[src/rtl/cwg_pkg.sv]
package cwg_pkg;
  localparam int TGT_W   = 3;
  localparam int NUM_TGT = 7;

  typedef enum logic [TGT_W-1:0] {
    TGT_LOCK  = 3'd0,
    TGT_CTRL  = 3'd1,
    TGT_CFG   = 3'd2,
    TGT_MATCH = 3'd3,
    TGT_IRQ   = 3'd4,
    TGT_ISET  = 3'd5,
    TGT_IMASK = 3'd6
  } tgt_e;

  localparam logic [1:0] CODE_HOLD   = 2'd0;
  localparam logic [1:0] CODE_CLR0   = 2'd1;
  localparam logic [1:0] CODE_CLR1   = 2'd2;
  localparam logic [1:0] CODE_SETALL = 2'd3;

  // targets refused while locked: control, configuration, match
  localparam logic [NUM_TGT-1:0] PROT_MASK = 7'b0001110;
endpackage

[src/rtl/cwg_lock_state.sv]
module cwg_lock_state
  import cwg_pkg::*;
(
  input  logic       clk,
  input  logic       rst,
  input  logic       lock_wr,
  input  logic [1:0] code,
  output logic [1:0] lock_bits,
  output logic       locked
);
  logic [1:0] bits_nxt;

  always_comb begin
    bits_nxt = lock_bits;
    if (lock_wr) begin
      case (code)
        CODE_SETALL: bits_nxt = 2'b11;
        CODE_CLR0:   bits_nxt = {lock_bits[1], 1'b0};
        CODE_CLR1:   bits_nxt = {1'b0, lock_bits[0]};
        default:     bits_nxt = lock_bits;
      endcase
    end
  end

  always_ff @(posedge clk) begin
    if (rst) begin
      lock_bits <= 2'b00;
      locked    <= 1'b0;
    end else begin
      lock_bits <= bits_nxt;
      locked    <= |bits_nxt;
    end
  end

  assert_set_both_R2: assert property (@(posedge clk) disable iff (rst)
    lock_wr && code == CODE_SETALL |=> lock_bits == 2'b11);
  assert_clr0_R3: assert property (@(posedge clk) disable iff (rst)
    lock_wr && code == CODE_CLR0 |=> !lock_bits[0] && lock_bits[1] == $past(lock_bits[1]));
  assert_clr1_R4: assert property (@(posedge clk) disable iff (rst)
    lock_wr && code == CODE_CLR1 |=> !lock_bits[1] && lock_bits[0] == $past(lock_bits[0]));
  assert_hold_R5: assert property (@(posedge clk) disable iff (rst)
    !(lock_wr && code != CODE_HOLD) |=> $stable(lock_bits));
endmodule

[src/rtl/cwg_write_gate.sv]
module cwg_write_gate
  import cwg_pkg::*;
#(
  parameter int DATA_W = 32
) (
  input  logic               clk,
  input  logic               rst,
  input  logic               wr_valid,
  input  logic [TGT_W-1:0]   wr_target,
  input  logic [DATA_W-1:0]  wr_data,
  input  logic               locked,
  output logic [NUM_TGT-1:0] out_we,
  output logic [DATA_W-1:0]  out_data
);
  logic [NUM_TGT-1:0] pass;

  for (genvar i = 0; i < NUM_TGT; i++) begin : g_tgt
    if (i == int'(TGT_LOCK)) begin : g_lock
      assign pass[i] = 1'b0;
    end else if (PROT_MASK[i]) begin : g_prot
      assign pass[i] = wr_valid && (wr_target == TGT_W'(i)) && !locked;
    end else begin : g_open
      assign pass[i] = wr_valid && (wr_target == TGT_W'(i));
    end
  end

  always_ff @(posedge clk) begin
    if (rst) begin
      out_we   <= '0;
      out_data <= '0;
    end else begin
      out_we <= pass;
      if (|pass) out_data <= wr_data;
    end
  end

  assert_blocked_R7: assert property (@(posedge clk) disable iff (rst)
    wr_valid && locked && (wr_target == TGT_CTRL || wr_target == TGT_CFG ||
    wr_target == TGT_MATCH) |=> out_we == '0);
  assert_irq_open_R8: assert property (@(posedge clk) disable iff (rst)
    wr_valid && (wr_target == TGT_IRQ || wr_target == TGT_ISET || wr_target == TGT_IMASK)
    |=> $onehot0(out_we) && $countones(out_we) == 1);
  assert_pass_R9: assert property (@(posedge clk) disable iff (rst)
    wr_valid && !locked && wr_target == TGT_MATCH
    |=> out_we[TGT_MATCH] && out_data == $past(wr_data));
  assert_quiet_R10: assert property (@(posedge clk) disable iff (rst)
    !wr_valid || wr_target == TGT_LOCK || wr_target == 3'd7 |=> out_we == '0);
endmodule

[src/rtl/cfg_write_guard.sv]
module cfg_write_guard
  import cwg_pkg::*;
#(
  parameter int DATA_W = 32
) (
  input  logic               clk,
  input  logic               rst,
  input  logic               wr_valid,
  input  logic [TGT_W-1:0]   wr_target,
  input  logic [DATA_W-1:0]  wr_data,
  output logic [1:0]         lock_bits,
  output logic               locked,
  output logic [NUM_TGT-1:0] out_we,
  output logic [DATA_W-1:0]  out_data
);
  logic lock_wr;
  assign lock_wr = wr_valid && (wr_target == TGT_LOCK);

  cwg_lock_state u_state (
    .clk       (clk),
    .rst       (rst),
    .lock_wr   (lock_wr),
    .code      (wr_data[1:0]),
    .lock_bits (lock_bits),
    .locked    (locked)
  );

  cwg_write_gate #(.DATA_W(DATA_W)) u_gate (
    .clk       (clk),
    .rst       (rst),
    .wr_valid  (wr_valid),
    .wr_target (wr_target),
    .wr_data   (wr_data),
    .locked    (locked),
    .out_we    (out_we),
    .out_data  (out_data)
  );

  assert_status_R6: assert property (@(posedge clk) disable iff (rst)
    locked == (lock_bits != 2'b00));
  assert_reset_R1: assert property (@(posedge clk)
    rst |=> lock_bits == 2'b00 && !locked && out_we == '0);
endmodule

[config.mk]
export PLATFORM = sky130hd
export DESIGN_NAME = cfg_write_guard
export DESIGN_NICKNAME = d
export VERILOG_FILES = /design/src/rtl/cwg_pkg.sv /design/src/rtl/cwg_lock_state.sv /design/src/rtl/cwg_write_gate.sv /design/src/rtl/cfg_write_guard.sv
export SDC_FILE = /design/constraint.sdc
export NUM_CORES = 1
export LEC_CHECK = 0
export BUFFER_PORTS_ARGS = -buffer_cell sky130_fd_sc_hd__buf_2
export CORE_MARGIN = 2
export CORE_UTILIZATION = 34
export CTS_CLUSTER_DIAMETER = 120
export DETAILED_ROUTE_END_ITERATION = 12
export HOLD_SLACK_MARGIN = 0.05
export PLACE_DENSITY_LB_ADDON = 0.12
export SLEW_MARGIN = 30
export SYNTH_ARGS = -nofsm -noshare
export SYNTH_HDL_FRONTEND = slang
export SYNTH_HIERARCHICAL = 1
export SYNTH_SLANG_ARGS = --single-unit
export TNS_END_PERCENT = 10
[constraint.sdc]
create_clock -name clk -period 2.47 [get_ports clk]
set_input_delay 0.494 -clock clk [delete_from_list [all_inputs] [get_ports clk]]
set_output_delay 0.494 -clock clk [all_outputs]
set_load 0.01 [all_outputs]
# Yosys cells after proc, flatten, opt, wreduce, memory -nomap -nowiden
# Cells that the tools add are included.
# op_classes
mux	2
n_reduce_logical	14
n_eq_ne	9
# ops
op	count
$logic_and 1x1->1	10
$eq 3x3->1 const B	3
$eq 3x2->1 const B	2
$pmux 2 s3	1
$reduce_or 6->1	1
$eq 2x2->1 const B	2
$eq 3x1->1 const B	1
$logic_not 3->1	1
$eq 2x1->1 const B	1
$mux 2	1
$reduce_or 2->1	1
$logic_not 1->1	1
# totals
inputBits	38
out_inout_bits	42
regBits	42

# Longest topological paths before layout
# Gate-level depths: netlist of the first run.
# depth
word_depth	4
mapped_depth	5
ltp_nobuf	3

# Modules after synthesis
# Netlist of the first run, hierarchy kept.
# modules_own_cells
module	area_each_um2	n_inst	cells_each
cwg_write_gate	1659.1	1	161
cwg_lock_state	140.1	1	12
cfg_write_guard	15.0	1	1

# Worst setup path after synthesis of the first run
# OpenSTA, ideal clock, no wires.
# synth_path
path_kind	input -> register
start	in wr_target[0]
end	reg u_gate.out_data[0]
arrival_ns	1.233
stages	5
n_path_buf	2
required_ns	2.351
setup_slack_ns	1.118
path_cell_list	o21ba_1 o211a_1 buf_6 buf_8 mux2i_1
# synth_between
elab_chain_cells	4
# synth_rtl
element	line_no	text
start: declaration	cfg_write_guard.sv:9	input logic [TGT_W-1:0] wr_target,
$eq 3x1->1 / $eq 3x2->1 (equally long branches)	cwg_write_gate.sv:21	assign pass[i] = wr_valid && (wr_target == TGT_W'(i)) && !locked;
$logic_and 1x1->1 (2 in series)	cwg_write_gate.sv:21	
$reduce_or 6->1 (*)	cwg_write_gate.sv:33	if (|pass) out_data <= wr_data;
end signal: assignment	cwg_write_gate.sv:33	
end: declaration	cwg_write_gate.sv:13	output logic [DATA_W-1:0] out_data
# Every way passes the cells marked *; elsewhere a longest branch is shown, timed or not.
# A chain may end at the register's enable or synchronous reset.

# Worst setup path after layout of the first run
# layout_path
start	reg u_state.locked
end	reg u_gate.out_data[0]
# layout_between
elab_chain_cells	3
# layout_rtl
element	line_no	text
start: declaration	cwg_lock_state.sv:9	output logic locked
start signal: assignment	cwg_lock_state.sv:31	locked <= |bits_nxt;
$logic_not 1->1 (*)	cwg_write_gate.sv:21	
$logic_and 1x1->1	cwg_write_gate.sv:21	
$reduce_or 6->1 (*)	cwg_write_gate.sv:33	
# Marks and branches as above.

==> results.toml, run 1 <==
[status]
outcome = "finished, final reports clean"

[floorplan]
die-area_um2 = 5936
die_h_um = 77.05
dieWidth_um = 77.05
start_util_pct = 35.30
rows = 26
core_area_um2 = 5140
pin_count = 80

[clocking]
cts_setup_buffers = 0
cts_hold_buffers = 0
cts-root-buf = "clkbuf_8"
insertion_delay_ns = 0.29
clkSinkCount = 41
cts_resized = 0
clkTransAtPathRegs_ns = 0.07
ctsLongestPathBuffers = 2
htreeDepth = 2
cts_tree = "built"
cts_made_buffers = 5

[placement]
port_buffers = 78
place_hpwl_mm = 2.523
dpl.cell_count = 311
gp_congestion = 0.6504

[detailed_routing]
drtIter0Drc = 46
wl_mm = 3.606
wl_per_cell_um = 11.34
drtPass1Iterations = 4
ant_nets = 0
drc = 0
vias = 1372
via_per_inst = 4.314

[timing]
relSlewSlack_pct = 45.74
max_freq_mhz = 635.7
setup_tns_ns = 0
min_period_over_period_pct = 63.68
hold_viol_final = 0
maxSlewViolCount = 0
whs_ns = 0.4594
setup_violations = 0
rsz0062_at_grt = "false"
skew_ns = 0.003801
layout_min_cycle_time_ns = 1.573
worstMarginPinSlew_ns = 0.8139

[worst_setup_path]
crit_arrival_ns = 1.79
start_kind = "flop"
required_ns = 2.69
critical_path_class = "reg2reg"
endpoint_kind = "flop"
crit_start = "u_state/locked"
reg2reg_to = "u_gate/out_data[0]"
worstReg2RegStart = "u_state/locked"
rr_worst_depth = 4
path_max_fanout = 19
ff2ff_setup_slack_ns = 0.90

[pwr]
total_leakage_power_nw = 1.086
ir_worst_vdd_mv = 0.3442
power_density_nw_per_um2 = 590.1

[logic_synthesis]
synth-main-ff-cell = "dfxtp_1"
ys_seq_area_share_pct = 45.24
ys_ff_latch = 41
yosys-top-cells-count = "nand2b_1 (65), dfxtp_1 (41), mux2i_1 (32), clkbuf_1 (7), nor2_1 (5)"
syn-cell-area_um2 = 1814
synth_area_leaders = "dfxtp_1 (45%), nand2b_1 (22%), mux2i_1 (18%)"
synth_area_leader_cell = "dfxtp_1"
async_reset_ff_share_pct = 0
synthDominantCellAreaShare_pct = 45.24
synth_fp_nets = 212
ys_warn_count = 6
syn_area_per_cell_um2 = 10.43
syn_inst = 174
synthMostInstantiatedCell = "nand2b_1"
ys_types = 25
synth_edf_count = 0

[finish]
diodes = 0
layout.nets = 286
nFillCells = 547
drive_above_1_share_pct = 36.69
final_cells = 318
syn_to_final_growth_pct = 27.45

[global_routing]
grt_usage_pct = 12.83
grt_pass1_vias = 1358
grt_pass1_wl_mm = 6.099
grt_max_degree = 70
antenna_found_initial = 0
grt.overflow.total = 0

[worst_hold_path]
hold_class = "in2reg"
hold_path_depth = 2
hp-start = "wr_target[0]"
whs_endpoint = "u_gate/out_we[4]"

[job]
drv_cap = 0
per-stage QoR:
| step | setup WS, ns | util, % | total power [W] | instance area (µm²) |
|---|---|---|---|---|
| after floorplan | 1.118 | - | 0.0008645 | 1814 |
| after global placement | 0.6553 | 43.23 | 0.0009429 | 2222 |
| after detailed placement | 0.6072 | 43.23 | 0.0009431 | 2222 |
| after CTS | 0.8762 | 44.99 | 0.001390 | 2312 |
| after global routing | 0.7938 | 44.99 | 0.001444 | 2312 |
| final | 0.8970 | 44.99 | 0.001365 | 2312 |
cell type report:
| type | count | area (µm²) | area share [%] |
|---|---|---|---|
| clock buffer | 6 | 82.58 | 3.571 |
| sequential | 41 | 820.8 | 35.50 |
| tap | 70 | 87.58 | 3.788 |
| timing repair buffer | 79 | 410.4 | 17.75 |
| multi-input combinational | 121 | 903.4 | 39.07 |
| clock inverter | 1 | 7.507 | 0.3247 |
registers in the layout, summed over array words and instances, names as in the netlist:
signal,cells
u_gate/out_data,32
u_gate/out_we,6
u_state/lock_bits,2
u_state/locked,1
layer usage:
metal | wire (µm) | GRT usage (%) | up-vias
met5 | 0 | 0 | -
met4 | 59 | 5.357 | 0
met3 | 338 | 5.882 | 8
met2 | 1471 | 19.21 | 52
met1 | 1736 | 15.92 | 600
li1 | - | - | 712
logic make-up (layout without fill, tap and decap cells):
group | after synthesis | in the layout | synth area share [%]
AND/OR/NAND/NOR | 81 | 81 | 28.76
flip-flops | 41 | 41 | 45.24
multiplexers | 32 | 32 | 17.66
buffers and inverters | 12 | 86 | 4.966
AO/OA/AOI/OAI | 7 | 7 | 3.173
other | 1 | 1 | 0.2067
worst max-delay path: stages, from the launching register on:
cell	delay, ns
dfxtp_1	0.32
o21ba_1	0.21
o211a_2	0.51
buf_12	0.25
mux2i_1	0.20
worst max path at each step:
stage               slack [ns]                 end
floorplan                 1.12  u_gate/out_data[0]
global placement          0.66  u_gate/out_data[0]
detailed placement        0.61  u_gate/out_data[0]
CTS                       0.88  u_gate/out_data[0]
global route              0.79  u_gate/out_data[0]
finish                    0.90  u_gate/out_data[0]
placed cells by master, fill, tap and decap left out, drive strengths merged:
master,synthesis,layout
nand3b,1,1
a21bo,2,2
clkinvlp,0,1
nand2,1,1
or2b,1,1
nor3,1,1
a21oi,2,2
a211oi,1,1
nor4,1,1
conb,1,1
dfxtp,41,41
mux2i,32,32
clkbuf,7,6
or4b,1,1
nor4b,1,1
o211a,1,1
buf,5,79
nand3,2,2
nor2,5,5
and4bb,2,2
o21ba,1,1
nand2b,65,65
report_power, final:
group	internal (W)	leakage (nW)	switching, W
Sequential	0.000699	0.336	0.0000179
Clock	0.000221	0.0433	0.000219
Combinational	0.000107	0.706	0.000100
Total	0.00103	1.09	0.000338
No activity file was read; power rests on OpenSTA's default activity.
==> inputs of run 2 (changes only) <==
ABC_AREA = 1   (was default)
clock period = 1.4 ns   (was 2.47 ns; I/O delays follow)
==> results.toml, run 2 <==
[global_routing]
grt.overflow.total = 0
grt_usage_pct = 14.06
grt_pass1_vias = 1573
grt_max_degree = 65
grt_pass1_wl_mm = 6.782
antenna_found_initial = 0

[floorplan]
core_area_um2 = 5205
die-area_um2 = 6076
start_util_pct = 35.72
dieWidth_um = 77.95
rows = 26
pin_count = 80
die_h_um = 77.95

[worst_setup_path]
worstReg2RegStart = "u_state/locked"
cpMaxStageDelayCell = "dfxtp_1"
cp_num_cells = 1
crit_arrival_ns = 0.82
crit_chain = "buf_2"
rr_worst_depth = 5
reg2reg_to = "u_gate/out_data[15]"
start_kind = "flop"
critical_path_class = "reg2out"
critPathBufInv = 1
ff2ff_setup_slack_ns = 0.30
endpoint_kind = "output pin"
critPathMaxStageDelay_ns = 0.38
cp_top_family = "flip-flops"
path_max_fanout = 2
required_ns = 1.12

[finish]
regMostFlops = "u_gate/out_data"
drive_above_1_share_pct = 30.82
diodes = 0
top_regs = "u_gate/out_data: 32 flops, u_gate/out_we: 6 flops, u_state/lock_bits: 2 flops"
syn_to_final_growth_pct = 27.25
largest_register_ffs = 32
final_common_cell = "buf_2"
layout.nets = 368
final_cell_mix = "buf_2 (78), nand2_1 (48), inv_1 (42), dfxtp_1 (41), nor2_1 (35)"
final_cells = 401

[clocking]
htreeDepth = 2
cts_setup_buffers = 0
cts_resized = 0
clkSinkCount = 41
cts_hold_buffers = 0
cts_made_buffers = 5
insertion_delay_ns = 0.29
cts-root-buf = "clkbuf_8"
clkTransAtPathRegs_ns = 0.08
ctsLongestPathBuffers = 2
cts_tree = "built"

[logic_synthesis]
ys_warn_count = 6
async_reset_ff_share_pct = 0
yosys.area_share.simple_pct = 29.07
synth_top_family_by_area = "simple AND/OR/NAND/NOR gates"
synth_edf_count = 0
synthXorXnorAreaFrac_pct = 0
ys_ff_latch = 41
synth_compound_area_share_pct = 10.63
synthMostInstantiatedCell = "nand2_1"
synth_area_leaders = "dfxtp_1 (44%), nand2_1 (9.7%), nand3_1 (9.2%)"
synth_fp_nets = 295
synth-main-ff-cell = "dfxtp_1"
synth.area.mux_share_pct = 0
syn_area_per_cell_um2 = 7.235
synth_area_leader_cell = "dfxtp_1"
syn-cell-area_um2 = 1859
ys_seq_area_share_pct = 44.15
yosys-top-cells-count = "nand2_1 (48), inv_1 (42), dfxtp_1 (41), nor2_1 (35), nand3_1 (34)"
synthDominantCellAreaShare_pct = 44.15
synthAdderAreaFrac_pct = 0
syn_inst = 257
ys_types = 17

[worst_hold_path]
hp-start = "wr_data[23]"
hold_class = "in2reg"
hold_path_depth = 3
whs_endpoint = "u_gate/out_data[23]"

[placement]
place_hpwl_mm = 2.824
gp_congestion = 0.7108
dpl.cell_count = 393
port_buffers = 78

[pwr]
p_sw_w = 0.0007237
cell_internal_pwr_w = 0.001827
p_comb_share_pct = 19.9
total_leakage_power_nw = 1.305
swShare_pct = 28.37
power_w = 0.002551
power_density_nw_per_um2 = 1078
p_seq_share_pct = 50.6
ir_worst_vdd_mv = 0.4688
p_clk_share_pct = 29.5

[detailed_routing]
drtPass1Iterations = 4
wl_mm = 4.154
ant_nets = 0
wl_per_cell_um = 10.36
drc = 0
drtIter0Drc = 67
vias = 1725
via_per_inst = 4.302

[timing]
hold_viol_final = 0
skew_ns = 0.005681
layout_min_cycle_time_ns = 1.105
setup_violations = 0
maxSlewViolCount = 0
min_period_over_period_pct = 78.92
max_freq_mhz = 905.0
rsz0062_at_grt = "false"
setup_tns_ns = 0

[job]
drv_cap = 0

[status]
outcome = "finished, final reports clean"
## run 2: final cells by class
class                   count  area [µm²]
clock buffers               7       76.32
clock inverters             1       7.507
fillers                   573        2839
inverters                  43       161.4
multi-input cells         157       742.0
flip-flops and latches     41       820.8
well taps                  70       87.58
repair buffers             82       470.5
## run 2: per-stage QoR
stage          setup slack (ns)  utilization, %  cell area [µm²]  hold slack (ns)
2_1_floorplan            0.3186               -             1859           0.3581
3_3_place_gp             0.1996           43.85             2282           0.5026
3_5_place_dp             0.1728           43.85             2282           0.5062
4_1_cts                  0.2595           45.46             2366           0.1943
5_1_grt                  0.1668           45.46             2366           0.2000
6_report                 0.2951           45.46             2366           0.2032
## run 2: kinds of logic after synthesis
family,count (synthesis)
and+or+nand+nor,124
DFF,41
buffers and inverters,59
AOI/OAI and AO/OA,32
other,1
## run 2: how the worst max path moves through the flow
| stage | startpoint | endpoint | slack (ns) |
|---|---|---|---|
| after CTS | u_state/locked | u_gate/out_data[15] | 0.26 |
| final | u_state/locked | locked | 0.30 |
| after floorplan | u_state/locked | u_gate/out_data[10] | 0.32 |
| after detailed placement | wr_target[1] | u_gate/out_data[15] | 0.17 |
| after global routing | u_state/locked | u_gate/out_data[15] | 0.17 |
| after global placement | wr_target[1] | u_gate/out_data[0] | 0.20 |
## run 2: routing by layer
metal	track usage, %	routed length [µm]	part of all wire [%]	vias up
met2	24.66	1934	47	48
met4	4.737	19	0.46	0
met1	16.18	1949	47	742
met5	0	0	0	-
met3	4.302	251	6.0	2
li1	-	-	-	933
## run 2: power by group through the flow
stage	Sequential (W)	Clock (W)	Combinational, W
detailed placement	0.00132	0	0.000515
global placement	0.00132	0	0.000510
floorplan	0.00136	0	0.000284
finish	0.00129	0.000751	0.000508
CTS	0.00129	0.000802	0.000517
global route	0.00130	0.000853	0.000579
## run 2: tightest hold or removal path, delay by kind of cell
family	cells	cell delay, ns
AOI/OAI and AO/OA	1	0.03
and+or+nand+nor	1	0.08
buffers and inverters	1	0.07
